## config.mk

```make
export PLATFORM = sky130hd
export DESIGN_NAME = tmr_wave_ctrl
export DESIGN_NICKNAME = d
export VERILOG_FILES = /design/src/rtl/tmr_wave_pkg.sv /design/src/rtl/tmr_wave_cfg.sv /design/src/rtl/tmr_wave_chan.sv /design/src/rtl/tmr_wave_ctrl.sv
export SDC_FILE = /design/constraint.sdc
export NUM_CORES = 1
export LEC_CHECK = 0
export BUFFER_PORTS_ARGS = -buffer_cell sky130_fd_sc_hd__buf_2
export CAP_MARGIN = 0
export CORE_MARGIN = 5
export CORE_UTILIZATION = 40
export CTS_CLUSTER_DIAMETER = 30
export DETAILED_ROUTE_END_ITERATION = 6
export PLACE_DENSITY_LB_ADDON = 0.2
export RECOVER_POWER = 25
export SYNTH_ARGS = -nofsm -noshare
export SYNTH_HDL_FRONTEND = slang
export SYNTH_HIERARCHICAL = 1
export SYNTH_SLANG_ARGS = --single-unit
```

## constraint.sdc

```tcl
create_clock -name clk -period 2.1 [get_ports clk]
set_input_delay 0.105 -clock clk [delete_from_list [all_inputs] [get_ports clk]]
set_output_delay 0.105 -clock clk [all_outputs]
set_load 0.01 [all_outputs]
```

## src/rtl/tmr_wave_pkg.sv

```systemverilog
package tmr_wave_pkg;
  localparam int unsigned CH_NUM  = 4;
  localparam int unsigned NIB_W   = 4;
  localparam int unsigned CTRL_W  = CH_NUM * NIB_W;
  localparam int unsigned IDX_W   = $clog2(CTRL_W);
  localparam int unsigned CZ_NUM  = 2;

  typedef enum logic [1:0] {
    TM_TOGGLE = 2'd0,
    TM_CZ0    = 2'd1,
    TM_CZ1    = 2'd2,
    TM_RING   = 2'd3
  } tmode_e;

  typedef enum logic [1:0] {
    WR_WORD = 2'd0,
    WR_LO   = 2'd1,
    WR_HI   = 2'd2,
    WR_BIT  = 2'd3
  } wsel_e;

  typedef struct packed {
    logic   force_en;
    logic   act_low;
    tmode_e mode;
  } chan_cfg_t;
endpackage

```

## src/rtl/tmr_wave_cfg.sv

```systemverilog
module tmr_wave_cfg
  import tmr_wave_pkg::*;
#(
  parameter int unsigned W  = CTRL_W,
  parameter int unsigned IW = IDX_W
) (
  input  logic          clk,
  input  logic          rst,
  input  logic          wr_en,
  input  logic [1:0]    wr_sel,
  input  logic [IW-1:0] wr_idx,
  input  logic [W-1:0]  wr_data,
  output logic [W-1:0]  cfg_q,
  output logic [W-1:0]  cfg_d
);
  localparam int unsigned BYTE_W = 8;

  logic [W-1:0] wmask;
  logic [W-1:0] wval;

  for (genvar b = 0; b < W; b++) begin : g_bit
    localparam bit IS_LO = (b / BYTE_W) == 0;
    always_comb begin
      wmask[b] = 1'b0;
      wval[b]  = wr_data[b];
      if (wr_en) begin
        unique case (wsel_e'(wr_sel))
          WR_WORD: wmask[b] = 1'b1;
          WR_LO:   wmask[b] = IS_LO;
          WR_HI:   wmask[b] = !IS_LO;
          WR_BIT: begin
            wmask[b] = (wr_idx == IW'(b));
            wval[b]  = wr_data[0];
          end
        endcase
      end
    end
  end

  assign cfg_d = (cfg_q & ~wmask) | (wval & wmask);

  always_ff @(posedge clk) begin
    if (rst) cfg_q <= '0;
    else     cfg_q <= cfg_d;
  end

  assert_rst_clear_R1: assert property (@(posedge clk) rst |=> cfg_q == '0);
  assert_lo_keeps_hi_R2: assert property (@(posedge clk) disable iff (rst)
    (wr_en && wr_sel == WR_LO) |=> cfg_q[W-1:BYTE_W] == $past(cfg_q[W-1:BYTE_W]));
  assert_hi_keeps_lo_R2: assert property (@(posedge clk) disable iff (rst)
    (wr_en && wr_sel == WR_HI) |=> cfg_q[BYTE_W-1:0] == $past(cfg_q[BYTE_W-1:0]));
endmodule

```

## src/rtl/tmr_wave_chan.sv

```systemverilog
module tmr_wave_chan
  import tmr_wave_pkg::*;
(
  input  logic              clk,
  input  logic              rst,
  input  chan_cfg_t         cfg_i,
  input  chan_cfg_t         cfg_nxt_i,
  input  logic              own_cmp_i,
  input  logic              nbr_cmp_i,
  input  logic [CZ_NUM-1:0] cz_i,
  output logic              pin_o
);
  logic state_q;
  logic state_d;
  logic clr_evt;

  always_comb begin
    unique case (cfg_i.mode)
      TM_CZ0:  clr_evt = cz_i[0];
      TM_CZ1:  clr_evt = cz_i[1];
      TM_RING: clr_evt = nbr_cmp_i;
      default: clr_evt = 1'b0;
    endcase
    if (cfg_i.mode == TM_TOGGLE) state_d = state_q ^ own_cmp_i;
    else if (own_cmp_i)          state_d = 1'b1;
    else if (clr_evt)            state_d = 1'b0;
    else                         state_d = state_q;
  end

  always_ff @(posedge clk) begin
    if (rst) begin
      state_q <= 1'b0;
      pin_o   <= 1'b0;
    end else begin
      state_q <= state_d;
      pin_o   <= cfg_nxt_i.force_en ? cfg_nxt_i.act_low : (state_d ^ cfg_nxt_i.act_low);
    end
  end

  assert_toggle_R7: assert property (@(posedge clk) disable iff (rst)
    (cfg_i.mode == TM_TOGGLE && own_cmp_i) |=> state_q != $past(state_q));
  assert_set_wins_R11: assert property (@(posedge clk) disable iff (rst)
    (cfg_i.mode != TM_TOGGLE && own_cmp_i) |=> state_q);
  assert_cz0_clear_R8: assert property (@(posedge clk) disable iff (rst)
    (cfg_i.mode == TM_CZ0 && cz_i[0] && !own_cmp_i) |=> !state_q);
  assert_cz1_clear_R9: assert property (@(posedge clk) disable iff (rst)
    (cfg_i.mode == TM_CZ1 && cz_i[1] && !own_cmp_i) |=> !state_q);
  assert_ring_clear_R10: assert property (@(posedge clk) disable iff (rst)
    (cfg_i.mode == TM_RING && nbr_cmp_i && !own_cmp_i) |=> !state_q);
  assert_force_level_R6: assert property (@(posedge clk) disable iff (rst)
    cfg_i.force_en |-> pin_o == cfg_i.act_low);
  assert_polarity_R5: assert property (@(posedge clk) disable iff (rst)
    !cfg_i.force_en |-> pin_o == (state_q ^ cfg_i.act_low));
endmodule

```

## src/rtl/tmr_wave_ctrl.sv

```systemverilog
module tmr_wave_ctrl
  import tmr_wave_pkg::*;
(
  input  logic              clk,
  input  logic              rst,
  input  logic              wr_en,
  input  logic [1:0]        wr_sel,
  input  logic [IDX_W-1:0]  wr_idx,
  input  logic [CTRL_W-1:0] wr_data,
  input  logic [CH_NUM-1:0] cmp_match,
  input  logic [CZ_NUM-1:0] cnt_zero,
  output logic [CH_NUM-1:0] pin_out
);
  logic [CTRL_W-1:0] cfg_q;
  logic [CTRL_W-1:0] cfg_d;

  tmr_wave_cfg #(.W(CTRL_W), .IW(IDX_W)) u_cfg (
    .clk     (clk),
    .rst     (rst),
    .wr_en   (wr_en),
    .wr_sel  (wr_sel),
    .wr_idx  (wr_idx),
    .wr_data (wr_data),
    .cfg_q   (cfg_q),
    .cfg_d   (cfg_d)
  );

  for (genvar c = 0; c < CH_NUM; c++) begin : g_ch
    localparam int unsigned NBR = (c + 1) % CH_NUM;
    chan_cfg_t cur_cfg;
    chan_cfg_t nxt_cfg;
    assign cur_cfg = chan_cfg_t'(cfg_q[c*NIB_W +: NIB_W]);
    assign nxt_cfg = chan_cfg_t'(cfg_d[c*NIB_W +: NIB_W]);

    tmr_wave_chan u_chan (
      .clk       (clk),
      .rst       (rst),
      .cfg_i     (cur_cfg),
      .cfg_nxt_i (nxt_cfg),
      .own_cmp_i (cmp_match[c]),
      .nbr_cmp_i (cmp_match[NBR]),
      .cz_i      (cnt_zero),
      .pin_o     (pin_out[c])
    );
  end
endmodule

```

==> Word-level counts from Yosys, hierarchy flattened <==
Cells that the tools add are included.
{ "word_totals": {"ff_bits": 24, "out_inout_bits": 4, "in_bits": 31, "word_cells": 141} }
{ "classes": {"bitwise": 12, "reduce_logical": 8, "eq_ne": 30, "n_mux": 82} }
{ "ops": {"columns": ["op", "count"], "rows": [
  ["1-bit 2-to-1 mux", 62],
  ["1-bit one-hot mux with 3 select lines", 20],
  ["16-bit bitwise AND", 2],
  ["4-bit == test (second input constant)", 8],
  ["2-bit == test (second input constant)", 10],
  ["4-bit by 3-bit == test with 1-bit output (second input constant)", 4],
  ["16-bit NOT", 1],
  ["16-bit bitwise OR", 1],
  ["2-bit by 1-bit == test with 1-bit output (second input constant)", 5],
  ["2-bit logical NOT", 5],
  ["4-bit by 2-bit == test with 1-bit output (second input constant)", 2],
  ["1-bit XOR", 8],
  ["4-bit by 1-bit == test with 1-bit output (second input constant)", 1],
  ["4-bit logical NOT", 1],
  ["2-bit OR reduction", 2]
]} }

==> Depth between registers and ports, before layout <==
Gate-level depths: netlist (run 1).
{ "logic_depth": {"word_depth": 9, "depth_mapped": 7, "depth_no_buf": 5} }

==> By module <==
Netlist (run 1), hierarchy kept.
{ "by_module_without_submodules": {"columns": ["module", "n_inst", "area_per_inst_um2", "seq_area_each_um2", "cells_per_inst"], "rows": [
  ["tmr_wave_cfg", 1, 1233.7, 320.3, 146],
  ["tmr_wave_chan", 4, 110.1, 40.0, 12]
]} }

==> Worst setup path after synthesis (run 1) <==
Ideal clock, no wire load.
{ "synth_timing": {"path_kind": "input -> register", "from": "in wr_sel[1]", "to": "reg g_ch[0].u_chan.pin_o", "path_slack_ns": 0.345, "required_ns": 2.030, "t_arrival_ns": 1.685, "n_path_buf": 1, "path_stages": 6, "setup_ns": 0.070, "cell_sequence": "buf_2 -> and4_4 -> a2111oi_0 -> a22oi_1 -> or4_1 -> a21oi_1"} }
{ "synth_between": {"elab_chain_cells": 9, "elab_cells_between_ends": 19, "classes_between": "eq/ne (3); mux (9); bitwise (5); reduce/logical (2)"} }
{ "synth_rtl": {"columns": ["element", "line", "text"], "rows": [
  ["start: declaration", "tmr_wave_ctrl.sv:7", "input logic [1:0] wr_sel,"],
  ["2-bit by 1-bit == test with 1-bit output or 2-bit logical NOT (tied branches)", "tmr_wave_cfg.sv:27", "unique case (wsel_e'(wr_sel))"],
  ["2-bit OR reduction (no source line)", null, null],
  ["1-bit one-hot mux with 3 select lines", "tmr_wave_cfg.sv:27", null],
  ["1-bit 2-to-1 mux", "tmr_wave_cfg.sv:26", "if (wr_en) begin"],
  ["16-bit NOT", "tmr_wave_cfg.sv:40", "assign cfg_d = (cfg_q & ~wmask) | (wval & wmask);"],
  ["16-bit bitwise AND", "tmr_wave_cfg.sv:40", null],
  ["16-bit bitwise OR *", "tmr_wave_cfg.sv:40", null],
  ["via cfg_d[2]", "tmr_wave_ctrl.sv:15", "logic [CTRL_W-1:0] cfg_d;"],
  ["1-bit XOR", "tmr_wave_chan.sv:36", "pin_o <= cfg_nxt_i.force_en ? cfg_nxt_i.act_low : (state_d ^ cfg_nxt_i.act_low);"],
  ["1-bit 2-to-1 mux *", "tmr_wave_chan.sv:36", null],
  ["end signal: assignment", "tmr_wave_chan.sv:36", null],
  ["end: declaration", "tmr_wave_chan.sv:11", "output logic pin_o"]
]} }
The timed path passes the listed nets; every way through them passes the cells marked *.
A chain may end at the register's enable or synchronous reset.

==> Worst setup path in the final report (run 1) <==
{ "layout_timing": {"from": "in wr_sel[0]", "to": "reg g_ch[0].u_chan.pin_o"} }
{ "layout_between": {"elab_cells_between_ends": 19, "classes_between": "eq/ne (3); mux (9); bitwise (5); reduce/logical (2)"} }
{ "layout_lines": {"columns": ["element", "line"], "rows": [
  ["2-bit by 1-bit == test with 1-bit output or 2-bit logical NOT (tied branches)", "tmr_wave_cfg.sv:27"],
  ["2-bit OR reduction (no source line)", null],
  ["1-bit one-hot mux with 3 select lines", "tmr_wave_cfg.sv:27"],
  ["1-bit 2-to-1 mux", "tmr_wave_cfg.sv:26"],
  ["16-bit NOT", "tmr_wave_cfg.sv:40"],
  ["16-bit bitwise AND", "tmr_wave_cfg.sv:40"],
  ["16-bit bitwise OR *", "tmr_wave_cfg.sv:40"],
  ["via cfg_d[3]", "tmr_wave_ctrl.sv:15"],
  ["1-bit 2-to-1 mux *", "tmr_wave_chan.sv:36"]
]} }
Marks and branches as above.

==> impl_metrics.env, run 1 <==
export IMPL_syn_inst=186
export IMPL_worst_pin_slew_ns=0.5958
export IMPL_hp_class="input pin to flip-flop"
export IMPL_cp_required_ns=2.29
export IMPL_cts_tree="done"
export IMPL_start_util_pct=40.96
export IMPL_drive_above_1_share_pct=23.61
export IMPL_post_dp_cell_area_sq_um=1818
export IMPL_finalSetupTns_ns=0
export IMPL_crit_type="input pin to flip-flop"
export IMPL_pin_count=35
export IMPL_reg2reg_to="g_ch[0].u_chan/pin_o$_SDFF_PP0_"
export IMPL_drt_iter0_drc=65
export IMPL_drv_slew=0
export IMPL_htreeDepth=1
export IMPL_fin_ws_ns=0.4189
export IMPL_rsz0062_at_grt="no"
export IMPL_cts_resized=0
export IMPL_slew_headroom_pct=60.20
export IMPL_port_buffers=34
export IMPL_wl_um=4176
export IMPL_p_leak_nw=0.6659
export IMPL_endpoint="g_ch[0].u_chan/pin_o$_SDFF_PP0_"
export IMPL_die_area_sq_um=5442
export IMPL_cp_max_fo=8
export IMPL_grt_ovfl_total=0
export IMPL_cp_arrival_ns=1.87
export IMPL_nets=248
export IMPL_drc=0
export IMPL_r2r_start="u_cfg/cfg_q[0]$_SDFF_PP0_"
export IMPL_antenna_found_initial=0
export IMPL_syn_num_nets=217
export IMPL_num_vias=1586
export IMPL_globalRouteTotalUtil_pct=16.06
export IMPL_routedWlPerCell_um=15.70
export IMPL_yosys_warnings=6
export IMPL_routabilityCongestion=0.8150
export IMPL_critPathLaunch="wr_sel[0]"
export IMPL_core_sq_um=3971
export IMPL_num_fill_cells=409
export IMPL_die_h_um=73.77
export IMPL_maxCapViolCount=0
export IMPL_crit_path_start_kind="input pin"
export IMPL_endpoint_kind="flip-flop"
export IMPL_clockBufferDepth=2
export IMPL_post_route_util_pct=47.04
export IMPL_clkLatencyLatePin_ns=0.26
export IMPL_viasPerCell=5.962
export IMPL_r2r_setup_slack_ns=0.53
export IMPL_synth_area_sq_um=1627
export IMPL_row_count=23
export IMPL_ctsHoldBuffers=0
export IMPL_ctsRootBufferMaster="clkbuf_8"
export IMPL_period_share_pct=80.05
export IMPL_clk_pin_slew_ns=0.08
export IMPL_areaGrowthSynthToFinish_pct=14.85
export IMPL_place_ws_ns=0.1590
export IMPL_fin_area_sq_um=1868
export IMPL_grt_max_degree=25
export IMPL_peakVddDrop_mv=0.2228
export IMPL_grt_pass1_vias=1503
export IMPL_n_antenna_cell=0
export IMPL_cts_sinks=24
export IMPL_period_minus_slack_ns=1.681
export IMPL_dp_hpwl_um=3274
export IMPL_hp_start="wr_data[0]"
export IMPL_hold_violations=0
export IMPL_grt_pass1_wl_um=6886
export IMPL_timing_fmax_mhz=594.8
export IMPL_ant_nets=0
export IMPL_finalNonFillerCells=266
export IMPL_dr_pass1_iters=4
export IMPL_status="complete, no violations"
export IMPL_reg2regPathDepth=4
export IMPL_setup_viol=0
export IMPL_p_per_area_nw_per_um2=589.2
export IMPL_syn_area_per_cell_sq_um=8.745
export IMPL_die_w_um=73.77
export IMPL_post_cts_repair_setup_buffers=0
export IMPL_dp_cells=262
export IMPL_skew_ns=0.0006941
export IMPL_numCtsBuffers=3
==> flip-flops by register name (all words and copies together), names as in the netlist <==
signal / count
g_ch.u_chan/pin_o: 4
g_ch.u_chan/state_q: 4
u_cfg/cfg_q: 16
==> how the worst min path moves through the flow <==
stage                                            to  slack [ns]  cells after the start
floorplan           g_ch[0].u_chan/pin_o$_SDFF_PP0_        0.17                      1
global placement          u_cfg/cfg_q[0]$_SDFF_PP0_        0.42                      3
detailed placement        u_cfg/cfg_q[0]$_SDFF_PP0_        0.41                      3
CTS                       u_cfg/cfg_q[0]$_SDFF_PP0_        0.12                      3
global route              u_cfg/cfg_q[9]$_SDFF_PP0_        0.17                      3
finish                    u_cfg/cfg_q[0]$_SDFF_PP0_        0.13                      3
==> power breakdown <==
| group | switching (mW) | leakage (nW) | internal (mW) |
|---|---|---|---|
| Combinational | 0.156 | 0.438 | 0.118 |
| Clock | 0.145 | 0.0288 | 0.167 |
| Sequential | 0.0194 | 0.199 | 0.495 |
| Total | 0.320 | 0.666 | 0.780 |
==> routing by layer <==
metal	up-vias	share of wire, %	global-route usage [%]
met2	37	45	25.39
met5	-	0	0
met4	0	1.3	5.433
li1	806	-	-
met1	739	49	23.00
met3	4	4.5	0.9576
==> critical path: stages <==
cell	delay, ns
buf_2	0.16
and4_4	0.24
a2111oi_0	0.51
a22oi_1	0.17
or4_1	0.53
a21oi_1	0.17
==> cells in the final DEF, fill, tap and decap left out, types with 2 or more instances in the layout <==
cell type  instances
or2_2              2
a22oi_1            4
dfxtp_1           24
nor3_1             4
nor4bb_1           3
a21oi_1           16
o211ai_1           7
clkbuf_8           4
nand2_1            5
buf_2             30
a2111oi_0          4
clkbuf_1           4
and4b_1            2
mux2i_1            4
a2111oi_4          2
and3b_2            4
nor2b_1            7
a211oi_1          16
nor4b_1            2
o21ai_0           16
nand2b_1           5
o31ai_1            4
a221oi_1          10
inv_1              8
and2_1             5
or4_1              4
buf_4              4
==> final cells by class <==
type | instances | area [sq um] | area share (%)
clock buffers | 4 | 55.05 | 2.947
inverters | 8 | 30.03 | 1.608
multi-input cells | 142 | 1045 | 55.93
flip-flops and latches | 24 | 480.5 | 25.72
well taps | 50 | 62.56 | 3.349
repair buffers | 38 | 195.2 | 10.45
==> through the flow <==
step | total power [mW] | hold WS, ns
final | 1.101 | 0.1279
after global routing | 1.167 | 0.1684
after CTS | 1.114 | 0.1201
after detailed placement | 0.8003 | 0.4118
after global placement | 0.7960 | 0.4194
after floorplan | 0.7086 | 0.1741
Note: power is estimated with default switching activity, not from simulation.
==> inputs of run 2 (changes only) <==
==> constraint.sdc (replaced) <==
create_clock -name clk -period 1.7 [get_ports clk]
set_input_delay 0.085 -clock clk [delete_from_list [all_inputs] [get_ports clk]]
set_output_delay 0.085 -clock clk [all_outputs]
set_load 0.01 [all_outputs]
==> impl_metrics.env, run 2 (synthesis gave the netlist of run 1 again) <==
export IMPL_clkLatencyLatePin_ns=0.26
export IMPL_core_sq_um=3971
export IMPL_num_vias=1707
export IMPL_seq_power_share_pct=44.3
export IMPL_slowest_delay_ns=0.54
export IMPL_cts_resized=0
export IMPL_crit_chain="buf_2 > and4_4 > a2111oi_1 > a22oi_1 > or4_1 > a21oi_1"
export IMPL_dr_pass1_iters=4
export IMPL_crit_type="input pin to flip-flop"
export IMPL_ctsHoldBuffers=0
export IMPL_largest_register_ffs=16
export IMPL_num_fill_cells=392
export IMPL_peakVddDrop_mv=0.2584
export IMPL_port_buffers=34
export IMPL_worst_path_buf_inv=1
export IMPL_cp_max_fo=4
export IMPL_timing_fmax_mhz=641.9
export IMPL_maxCapViolCount=0
export IMPL_layout_commonest_cell="buf_2"
export IMPL_dp_hpwl_um=3641
export IMPL_p_per_area_nw_per_um2=680.2
export IMPL_cpMaxStageDelayCell="or4_1"
export IMPL_cp_num_cells=6
export IMPL_endpoint_kind="flip-flop"
export IMPL_die_area_sq_um=5442
export IMPL_clockBufferDepth=2
export IMPL_worst_pin_slew_ns=0.6611
export IMPL_hold_violations=0
export IMPL_ctsRootBufferMaster="clkbuf_8"
export IMPL_period_share_pct=91.63
export IMPL_min_path_cells=3
export IMPL_power_total_mw=1.434
export IMPL_skew_ns=0.005403
export IMPL_status="complete, no violations"
export IMPL_die_h_um=73.77
export IMPL_hp_class="input pin to flip-flop"
export IMPL_p_sw_share_pct=29.52
export IMPL_cts_tree="done"
export IMPL_fin_area_sq_um=2108
export IMPL_clk_pin_slew_ns=0.09
export IMPL_row_count=23
export IMPL_grt_max_degree=25
export IMPL_post_cts_repair_setup_buffers=0
export IMPL_ant_nets=0
export IMPL_grt_ovfl_total=0
export IMPL_p_clk_share_pct=27.7
export IMPL_htreeDepth=1
export IMPL_wl_um=4520
export IMPL_post_dp_cell_area_sq_um=2062
export IMPL_viasPerCell=5.886
export IMPL_finalSetupTns_ns=0
export IMPL_crit_path_start_kind="input pin"
export IMPL_p_leak_nw=0.7990
export IMPL_start_util_pct=40.96
export IMPL_nets=272
export IMPL_cp_arrival_ns=1.76
export IMPL_cp_top_family="compound AO/OA/AOI/OAI gates"
export IMPL_combPwrFrac_pct=28.0
export IMPL_drt_iter0_drc=96
export IMPL_die_w_um=73.77
export IMPL_ff_latch_area_sq_um=480.5
export IMPL_globalRouteTotalUtil_pct=16.92
export IMPL_drv_slew=0
export IMPL_period_minus_slack_ns=1.558
export IMPL_cp_required_ns=1.90
export IMPL_final_cell_mix="buf_2 (30), dfxtp_1 (24), buf_4 (22)"
export IMPL_slew_headroom_pct=55.92
export IMPL_grt_pass1_vias=1520
export IMPL_p_sw_uw=423.3
export IMPL_largest_register="u_cfg/cfg_q"
export IMPL_rsz0062_at_grt="no"
export IMPL_grt_pass1_wl_um=7217
export IMPL_multi_input_area_sq_um=1046
export IMPL_n_antenna_cell=0
export IMPL_top_regs="u_cfg/cfg_q: 16 flops, g_ch.u_chan/pin_o: 4 flops, g_ch.u_chan/state_q: 4 flops"
export IMPL_hold_ws_ns=0.1544
export IMPL_routedWlPerCell_um=15.59
export IMPL_reg2regPathDepth=4
export IMPL_setup_viol=0
export IMPL_drive_above_1_share_pct=30.83
export IMPL_cts_sinks=24
export IMPL_areaGrowthSynthToFinish_pct=29.62
export IMPL_power_internal_mw=1.011
export IMPL_antenna_found_initial=0
export IMPL_numCtsBuffers=3
export IMPL_drc=0
export IMPL_routabilityCongestion=0.7867
export IMPL_pin_count=35
-- run 2: cell count changes in the layout (fill, tap and decap cells not counted) --
| cell | delta |
|---|---|
| a2111oi_1 | +1 |
| buf_12 | +5 |
| buf_4 | +18 |
| a2111oi_0 | -1 |
| clkbuf_1 | +1 |
-- run 2: path summary, 6_finish.rpt --
check | slack (ns) | end | start
worst min-delay path | 0.15 | u_cfg/cfg_q[9]$_SDFF_PP0_ | wr_data[9]
worst max register to register | 0.15 | g_ch[0].u_chan/pin_o$_SDFF_PP0_ | u_cfg/cfg_q[0]$_SDFF_PP0_
worst min register to register | 0.48 | u_cfg/cfg_q[3]$_SDFF_PP0_ | u_cfg/cfg_q[3]$_SDFF_PP0_
worst max-delay path | 0.14 | g_ch[0].u_chan/pin_o$_SDFF_PP0_ | wr_sel[0]
-- run 2: tightest hold or removal path, cell delays in order --
cell      delay (ns)
buf_2           0.09
a21oi_1         0.11
a211oi_1        0.08
-- run 2: routing by layer --
metal	wire, um	up-vias	global-route usage [%]
met5	0	-	0
met4	61	0	5.835
met3	163	4	2.052
met2	2038	33	24.90
met1	2257	814	25.12
li1	-	856	-
-- run 2: power groups by stage --
| stage | sequential, mW | clock [mW] | combinational, mW |
|---|---|---|---|
| 4_1_cts | 0.636 | 0.398 | 0.405 |
| 6_report | 0.635 | 0.397 | 0.402 |
| 3_3_place_gp | 0.647 | 0 | 0.397 |
| 5_1_grt | 0.642 | 0.432 | 0.440 |
| 2_1_floorplan | 0.647 | 0 | 0.229 |
| 3_5_place_dp | 0.649 | 0 | 0.403 |
-- run 2: area by class of cell --
type,instances,share of cell area (%)
well taps,50,2.967
flip-flops and latches,24,22.79
clock buffers,4,2.611
repair buffers,62,20.59
inverters,8,1.424
multi-input cells,142,49.61
-- run 2: metrics by stage --
stage / util (%) / std cells / worst slack [ns]
6_report: 53.09 / 290 / 0.1422
5_1_grt: 53.09 / 290 / 0.001241
4_1_cts: 53.31 / 290 / 0.1591
3_3_place_gp: 51.92 / 286 / -0.06116
2_1_floorplan: - / 186 / 0.00001132
3_5_place_dp: 51.92 / 286 / -0.09702
